<file path="src/rtl/txpf_pkg.sv">
package txpf_pkg;
  // Strobes from control to datapath.
  typedef struct packed {
    logic push;
    logic pop;
  } fifoStrobe_t;
endpackage

</file>
<file path="src/rtl/txpf_datapath.sv">
module txpf_datapath import txpf_pkg::*; #(
  parameter int DATA_W  = 32,
  parameter int BYTES_W = 3,
  parameter int DEPTH   = 64
) (
  input  logic               clk,
  input  logic               rstN,
  input  fifoStrobe_t        strobe,
  input  logic [DATA_W-1:0]  wrData,
  input  logic               wrSop,
  input  logic               wrEop,
  input  logic [BYTES_W-1:0] wrBytes,
  output logic               full,
  output logic               empty,
  output logic [DATA_W-1:0]  rdData,
  output logic               rdSop,
  output logic               rdEop,
  output logic [BYTES_W-1:0] rdBytes
);
  localparam int ADDR_W  = $clog2(DEPTH);
  localparam int ENTRY_W = DATA_W + BYTES_W + 2;

  logic [ENTRY_W-1:0] store [DEPTH];
  logic [ADDR_W:0]    wrPtr, rdPtr;
  logic [ENTRY_W-1:0] headEntry;

  // Pointers carry one extra wrap bit to tell full from empty.
  assign empty = (wrPtr == rdPtr);
  assign full  = (wrPtr[ADDR_W] != rdPtr[ADDR_W]) &&
                 (wrPtr[ADDR_W-1:0] == rdPtr[ADDR_W-1:0]);

  always_ff @(posedge clk) begin
    if (strobe.push) store[wrPtr[ADDR_W-1:0]] <= {wrSop, wrEop, wrBytes, wrData};
  end

  always_ff @(posedge clk) begin
    if (!rstN) begin
      wrPtr <= '0;
      rdPtr <= '0;
    end else begin
      if (strobe.push) wrPtr <= wrPtr + 1'b1;
      if (strobe.pop)  rdPtr <= rdPtr + 1'b1;
    end
  end

  assign headEntry = store[rdPtr[ADDR_W-1:0]];
  assign rdSop     = headEntry[ENTRY_W-1];
  assign rdEop     = headEntry[ENTRY_W-2];
  assign rdBytes   = headEntry[DATA_W +: BYTES_W];
  assign rdData    = headEntry[DATA_W-1:0];
endmodule

</file>
<file path="src/rtl/txpf_control.sv">
module txpf_control import txpf_pkg::*; #(
  parameter int MAX_PKTS   = 2,
  parameter int CNT_W      = 2,
  parameter int THR_W      = 16,
  parameter int WORD_BYTES = 4
) (
  input  logic             clk,
  input  logic             rstN,
  input  logic             wrValid,
  input  logic             wrEop,
  input  logic             full,
  input  logic             empty,
  input  logic             headEop,
  input  logic             txReady,
  input  logic             flagClr,
  input  logic [THR_W-1:0] txThreshold,
  output fifoStrobe_t      strobe,
  output logic             wrReady,
  output logic             txValid,
  output logic [CNT_W-1:0] pktCount,
  output logic             underflow,
  output logic             overflow
);
  localparam logic [CNT_W-1:0] CNT_MAX   = CNT_W'(MAX_PKTS);
  localparam logic [THR_W-1:0] BYTE_STEP = THR_W'(WORD_BYTES);
  localparam logic [THR_W-1:0] BYTE_SAT  = '1;

  logic             accept, popNow, startOk, sending, underRun;
  logic [THR_W-1:0] openBytes;

  assign wrReady  = !full && (pktCount < CNT_MAX);
  assign accept   = wrValid && wrReady;
  // A whole packet at the head, or enough of the open one, permits a start.
  assign startOk  = (pktCount != '0) || (openBytes >= txThreshold);
  assign txValid  = !empty && (sending || startOk);
  assign popNow   = txValid && txReady;
  assign underRun = sending && empty && txReady;

  assign strobe.push = accept;
  assign strobe.pop  = popNow;

  always_ff @(posedge clk) begin
    if (!rstN) begin
      pktCount  <= '0;
      openBytes <= '0;
      sending   <= 1'b0;
      underflow <= 1'b0;
      overflow  <= 1'b0;
    end else begin
      case ({accept && wrEop, popNow && headEop})
        2'b10:   pktCount <= pktCount + 1'b1;
        2'b01:   pktCount <= pktCount - 1'b1;
        default: pktCount <= pktCount;
      endcase
      if (accept) begin
        if (wrEop)                              openBytes <= '0;
        else if (openBytes > BYTE_SAT - BYTE_STEP) openBytes <= BYTE_SAT;
        else                                    openBytes <= openBytes + BYTE_STEP;
      end
      if (popNow) sending <= !headEop;
      underflow <= (underflow && !flagClr) || underRun;
      overflow  <= (overflow && !flagClr) || (wrValid && !wrReady);
    end
  end
endmodule

</file>
<file path="src/rtl/txPktFifo.sv">
module txPktFifo import txpf_pkg::*; #(
  parameter  int DATA_W   = 32,
  parameter  int DEPTH    = 64,
  parameter  int MAX_PKTS = 2,
  parameter  int THR_W    = 16,
  localparam int WORD_BYTES = DATA_W / 8,
  localparam int BYTES_W  = $clog2(WORD_BYTES) + 1,
  localparam int CNT_W    = $clog2(MAX_PKTS + 1)
) (
  input  logic               clk,
  input  logic               rstN,
  input  logic               wrValid,
  output logic               wrReady,
  input  logic [DATA_W-1:0]  wrData,
  input  logic               wrSop,
  input  logic               wrEop,
  input  logic [BYTES_W-1:0] wrBytes,
  input  logic [THR_W-1:0]   txThreshold,
  output logic               txValid,
  input  logic               txReady,
  output logic [DATA_W-1:0]  txData,
  output logic               txSop,
  output logic               txEop,
  output logic [BYTES_W-1:0] txBytes,
  output logic [CNT_W-1:0]   pktCount,
  output logic               underflow,
  output logic               overflow,
  input  logic               flagClr
);
  fifoStrobe_t strobe;
  logic        full, empty;

  txpf_datapath #(.DATA_W(DATA_W), .BYTES_W(BYTES_W), .DEPTH(DEPTH)) uData (
    .clk(clk), .rstN(rstN), .strobe(strobe),
    .wrData(wrData), .wrSop(wrSop), .wrEop(wrEop), .wrBytes(wrBytes),
    .full(full), .empty(empty),
    .rdData(txData), .rdSop(txSop), .rdEop(txEop), .rdBytes(txBytes)
  );

  txpf_control #(.MAX_PKTS(MAX_PKTS), .CNT_W(CNT_W), .THR_W(THR_W),
                 .WORD_BYTES(WORD_BYTES)) uCtrl (
    .clk(clk), .rstN(rstN), .wrValid(wrValid), .wrEop(wrEop),
    .full(full), .empty(empty), .headEop(txEop), .txReady(txReady),
    .flagClr(flagClr), .txThreshold(txThreshold), .strobe(strobe),
    .wrReady(wrReady), .txValid(txValid), .pktCount(pktCount),
    .underflow(underflow), .overflow(overflow)
  );
endmodule

</file>
<file path="config.mk">
export PLATFORM = sky130hd
export DESIGN_NAME = txPktFifo
export DESIGN_NICKNAME = d
export VERILOG_FILES = /design/src/rtl/txpf_pkg.sv /design/src/rtl/txpf_datapath.sv /design/src/rtl/txpf_control.sv /design/src/rtl/txPktFifo.sv
export SDC_FILE = /design/constraint.sdc
export NUM_CORES = 2
export LEC_CHECK = 0
export BUFFER_PORTS_ARGS = -buffer_cell sky130_fd_sc_hd__buf_2
export CAP_MARGIN = 40
export CORE_ASPECT_RATIO = 1.75
export CORE_UTILIZATION = 50
export DETAILED_ROUTE_END_ITERATION = 16
export PLACE_DENSITY = 0.65
export SLEW_MARGIN = 20
export SYNTH_ARGS = -nofsm -noshare
export SYNTH_HDL_FRONTEND = slang
export SYNTH_HIERARCHICAL = 1
export SYNTH_SLANG_ARGS = --single-unit
</file>
<file path="constraint.sdc">
create_clock -name clk -period 16.35 [get_ports clk]
set_input_delay 3.27 -clock clk [delete_from_list [all_inputs] [get_ports clk]]
set_output_delay 3.27 -clock clk [all_outputs]
set_load 0.01 [all_outputs]
</file>
Yosys cells after proc, flatten, opt, wreduce, memory -nomap -nowiden
Memory sizes are Yosys's and may differ from the RTL's. A register that Yosys moved wholly into a read port is not among the register bits.
Index checks and enable logic that the tools add are counted.
{"block": "classes", "addsub": 5, "n_mul": 0, "div": 0, "magnitude_cmp": 3, "eq_ne": 5, "n_shift": 0, "muxes": 7, "bitwise": 0, "n_reduce_logical": 23}
{"operator": "16-bit 2-to-1 mux", "n": 2}
{"operator": "16-bit by 3-bit adder with 16-bit output (second input constant)", "n": 1}
{"operator": "16-bit greater-or-equal comparator", "n": 1}
{"operator": "16-bit greater-than comparator (second input constant)", "n": 1}
{"operator": "7-bit by 1-bit adder with 7-bit output (second input constant)", "n": 2}
{"operator": "1-bit logical AND", "n": 12}
{"operator": "6-bit 2-to-1 mux", "n": 2}
{"operator": "7-bit == test", "n": 1}
{"operator": "6-bit == test", "n": 1}
{"operator": "1-bit zero test", "n": 5}
{"operator": "1-bit logical OR", "n": 4}
{"operator": "2-bit case mux with 2 select lines", "n": 1}
{"operator": "2-bit nonzero test", "n": 2}
{"operator": "2-bit by 1-bit adder with 2-bit output (second input constant)", "n": 1}
{"operator": "2-bit by 1-bit == test with 1-bit output (second input constant)", "n": 1}
{"operator": "2-bit == test (second input constant)", "n": 1}
{"operator": "2-bit < comparator (second input constant)", "n": 1}
{"operator": "1-bit 2-to-1 mux", "n": 2}
{"operator": "2-bit by 1-bit subtractor with 2-bit output (second input constant)", "n": 1}
{"operator": "1-bit inequality test", "n": 1}
{"block": "word_totals", "ff_bits": 35, "latchBits": 0, "ramBits": 2368, "rom_bits": 0, "inputBits": 58, "output_inout_bits": 43, "word_cells": 51, "mem_count": 1}
{"memory": "uData.store", "words": 64, "word_bits": 37, "rd": 1, "rd_clocked_by_memory_dff": 1, "wr": 1, "line_no": "txpf_datapath.sv:23", "source": "logic [ENTRY_W-1:0] store [DEPTH];"}

Longest topological paths before layout
{"block": "depth", "word_depth": 8, "depth_mapped": 14, "depth_no_buf": 12}

Modules after synthesis
The synthesis kept the hierarchy.
{"module": "txpf_datapath", "instances": 1, "cells_per_inst": 3950, "area_each_um2": 90800.8, "seq_area_each_um2": 71508.6}
{"module": "txpf_control", "instances": 1, "cells_per_inst": 178, "area_each_um2": 1481.4, "seq_area_each_um2": 400.4}

Worst setup path before layout
OpenSTA, ideal clock, no wires.
{"block": "synth_path", "kind": "input to output", "start": "in txThreshold[9]", "end": "out txValid", "arrival_ns": 4.419, "required_ns": 13.080, "path_slack_ns": 8.661, "cell_stages": 6, "n_path_buf": 0, "cell_sequence": "inv_1 -> ha_1 -> and4_1 -> a21o_1 -> a311oi_1 -> a31oi_1"}
{"block": "synth_via", "elab_chain_len": 4}
{"item": "from (decl)", "line_no": "txPktFifo.sv:18", "source": "input logic [THR_W-1:0] txThreshold,"}
{"item": "16-bit greater-or-equal comparator", "line_no": "txpf_control.sv:34", "source": "assign startOk = (pktCount != '0) || (openBytes >= txThreshold);"}
{"item": "1-bit logical OR", "line_no": "txpf_control.sv:34"}
{"item": "1-bit logical OR", "line_no": "txpf_control.sv:35", "source": "assign txValid = !empty && (sending || startOk);"}
{"item": "1-bit logical AND", "line_no": "txpf_control.sv:35"}
{"item": "to (decl)", "line_no": "txPktFifo.sv:19", "source": "output logic txValid,"}
Every way passes these cells.

==> flow_metrics.tcl <==
set metrics [dict create \
    grt_max_degree 133 \
    antenna_found_initial 21 \
    cts_buffers 201 \
    root_buffer "clkbuf_16" \
    synth_warnings 6 \
    avgSynthCellArea_sq_um 22.4 \
    p_per_area_nw_per_um2 115 \
    grt_pass1_wl_mm 348 \
    critPathKind "register to primary output" \
    tritoncts "done" \
    clock_skew_ps 51.2 \
    synthFlopType "edfxtp_1" \
    slowest_delay_ps 770 \
    cts_resized 0 \
    io_pins 101 \
    final_cells 6966 \
    clk_latency_ps 850 \
    cts.path.max_buffers 4 \
    grt_overflow 0 \
    cp-start-kind "register" \
    p_leak_nw 31.1 \
    ys_seq_elements 2408 \
    drive_gt1_frac 0.277 \
    hold_path_class "register to register" \
    async_flop_share 0 \
    finalSetupTns_ps 0 \
    layout_commonest_cell "edfxtp_1" \
    synth_nets 4207 \
    synth_top_area_share 0.771 \
    ant_nets 0 \
    finalCritPeriodShare 0.532 \
    r2r-start "uData/wrPtr[1]" \
    clock_sinks 2408 \
    ff2ff_path_depth 11 \
    post-route-min-period_ps 8700 \
    rows 208 \
    drt_wl_total_mm 249 \
    maxSlewViolCount 0 \
    yosys.area.top_type "edfxtp_1" \
    synth_cell_type_count 64 \
    holdPathStages 2 \
    die-width_microns 327 \
    drt_pass1_iterations 5 \
    cts_max_level 4 \
    swShare 0.198 \
    rsz0062_at_grt "no" \
    vias_per_cell 6.51 \
    worst_ep_required_time_ps 13080 \
    gp_routability_congestion 0.816 \
    pwr-share-clk 0.403 \
    synth_cells 4128 \
    cp_slowest_cell "buf_4" \
    power_mw 11.9 \
    internal-power_mw 9.53 \
    critPathArrivalTime_ps 5430 \
    chipHeight_microns 570 \
    seqPwrFrac 0.572 \
    core_sq_um 183000 \
    drv_cap 0 \
    final_core_util 0.566 \
    cts-hold-fix-buffers 0 \
    grt_pass1_vias 46402 \
    syn_to_final_growth_pct 12.4 \
    hold_viol 0 \
    drt_iter0_drc 5054 \
    start_util 0.503 \
    switching_power_mw 2.35 \
    dieArea_sq_um 186000 \
    timing.critical_path.cells "buf_4, buf_4, buf_4, mux4_2, mux2i_1, a211oi_1, o22a_1, buf_2" \
    nNetsFinal 4473 \
    worst-slew-pin-transition_ps 944 \
    critPathMostFrequentCell "buf_4" \
    setup_viol 0 \
    vdd_ir_drop_max_uv 110 \
    power_frac_comb 0.025 \
    clkSlewWorstSetupHoldPaths_ps 80 \
    maxSlewHeadroom 0.365 \
    synth_edf_count 2368 \
    hold_path_startpoint "uCtrl/underflow" \
    max_freq_mhz 115 \
    route.detailed.drc 0 \
    critical_path.max_fanout 56 \
    vias 45367 \
    place_inst 6603 \
    grt.total_usage 0.268 \
    finalInstanceArea_sq_um 104000 \
    wire_per_inst_microns 35.7 \
    synth_area_leaders "edfxtp_1 77%, mux4_2 14%, o22ai_1 1.1%, dfxtp_1 0.87%, a211oi_1 0.64%" \
    end_kind "primary output" \
    syn_area_sq_um 92300 \
    port_buffers 100 \
    final_cell_mix "2368 x edfxtp_1, 578 x mux4_2, 207 x clkbuf_16" \
    status "completed" \
    placed_cell_area_sq_um 97300 \
    postCtsSetupRepairBufs 0 \
    hpwl_mm 141 \
    synth_seq_area_share 0.779 \
]
-- routing by layer --
metal / up-vias / GRT usage / part of all wire
li1: 18125 / - / -
met5: - / 0 / 0.00028
met3: 574 / 0.0365 / 0.067
met4: 10 / 0.133 / 0.055
met2: 2148 / 0.472 / 0.53
met1: 24510 / 0.324 / 0.35
-- final cells by class --
class,instances,area [sq um]
clock inverter,99,1000
antenna,4,10.0
sequential,2408,71900
tap,2415,3020
inverter,23,86.3
multi-input combinational,1461,19400
fill,13294,79700
clock buffer,257,5410
timing repair buffer,299,2880
-- synth_stat cells (7+ instances only) --
library cell,number
nor2b_1,76
buf_4,68
nor4_1,38
and2_1,13
nand2b_1,17
o22ai_1,163
dfxtp_1,40
a31oi_1,12
nand2_1,45
o22a_1,31
a211oi_1,79
nor2_1,106
mux4_2,578
and3_1,7
nand4_1,10
nor3_1,17
edfxtp_1,2368
o21ai_0,17
mux2_2,10
a21oi_1,16
ha_1,21
inv_1,22
o221ai_1,33
buf_6,19
buf_1,8
nand3_1,23
buf_2,63
a2111oi_0,12
xnor2_1,10
mux2i_1,42
clkbuf_1,76
-- stage by stage --
step | setup slack [ps] | hold slack [ps]
after floorplan | 8660 | 448
after global placement | 8240 | 466
after detailed placement | 8310 | 501
after CTS | 7600 | 521
after global routing | 7490 | 545
final | 7650 | 522
-- logic make-up after synthesis --
kind of cell | count (synthesis) | share of synthesized area
AO/OA/AOI/OAI | 411 | 0.0317
XOR/XNOR | 16 | 0.00152
adder cells (fa/ha/maj) | 21 | 0.00285
buffers and inverters | 259 | 0.0159
flip-flops | 2408 | 0.779
multiplexers | 632 | 0.147
AND/OR/NAND/NOR | 381 | 0.0217
-- power groups by stage --
stage / Sequential [mW] / Clock (mW) / Combinational, mW
final: 6.80 / 4.79 / 0.298
after global routing: 6.80 / 5.04 / 0.314
after floorplan: 6.94 / 0 / 0.100
after global placement: 6.94 / 0 / 0.271
after CTS: 6.80 / 4.84 / 0.299
after detailed placement: 6.94 / 0 / 0.299
-- worst paths after layout --
kind,slack (ps),to
worst max-delay path,7650,txData[17]
worst min-delay path,520,uCtrl/underflow
worst min register to register,520,uCtrl/underflow
worst max register to register,11350,uData/store[55][33]
-- flip-flops by register name (all words and copies together) (netlist names), named ones only --
| register | count |
|---|---|
| uData/store | 2368 |
| uCtrl/pktCount | 2 |
| uData/rdPtr | 7 |
| uCtrl/openBytes | 15 |
| uData/wrPtr | 7 |
| uCtrl/overflow | 1 |
| uCtrl/sending | 1 |
| uCtrl/underflow | 1 |
-- worst max-delay path: cells and delay by family, from the launching register on --
kind | cells | cell delay, ps
buf+inv | 4 | 2210
compound gates | 2 | 1160
flops | 1 | 720
mux | 2 | 410
No activity file was read; power rests on OpenSTA's default activity.
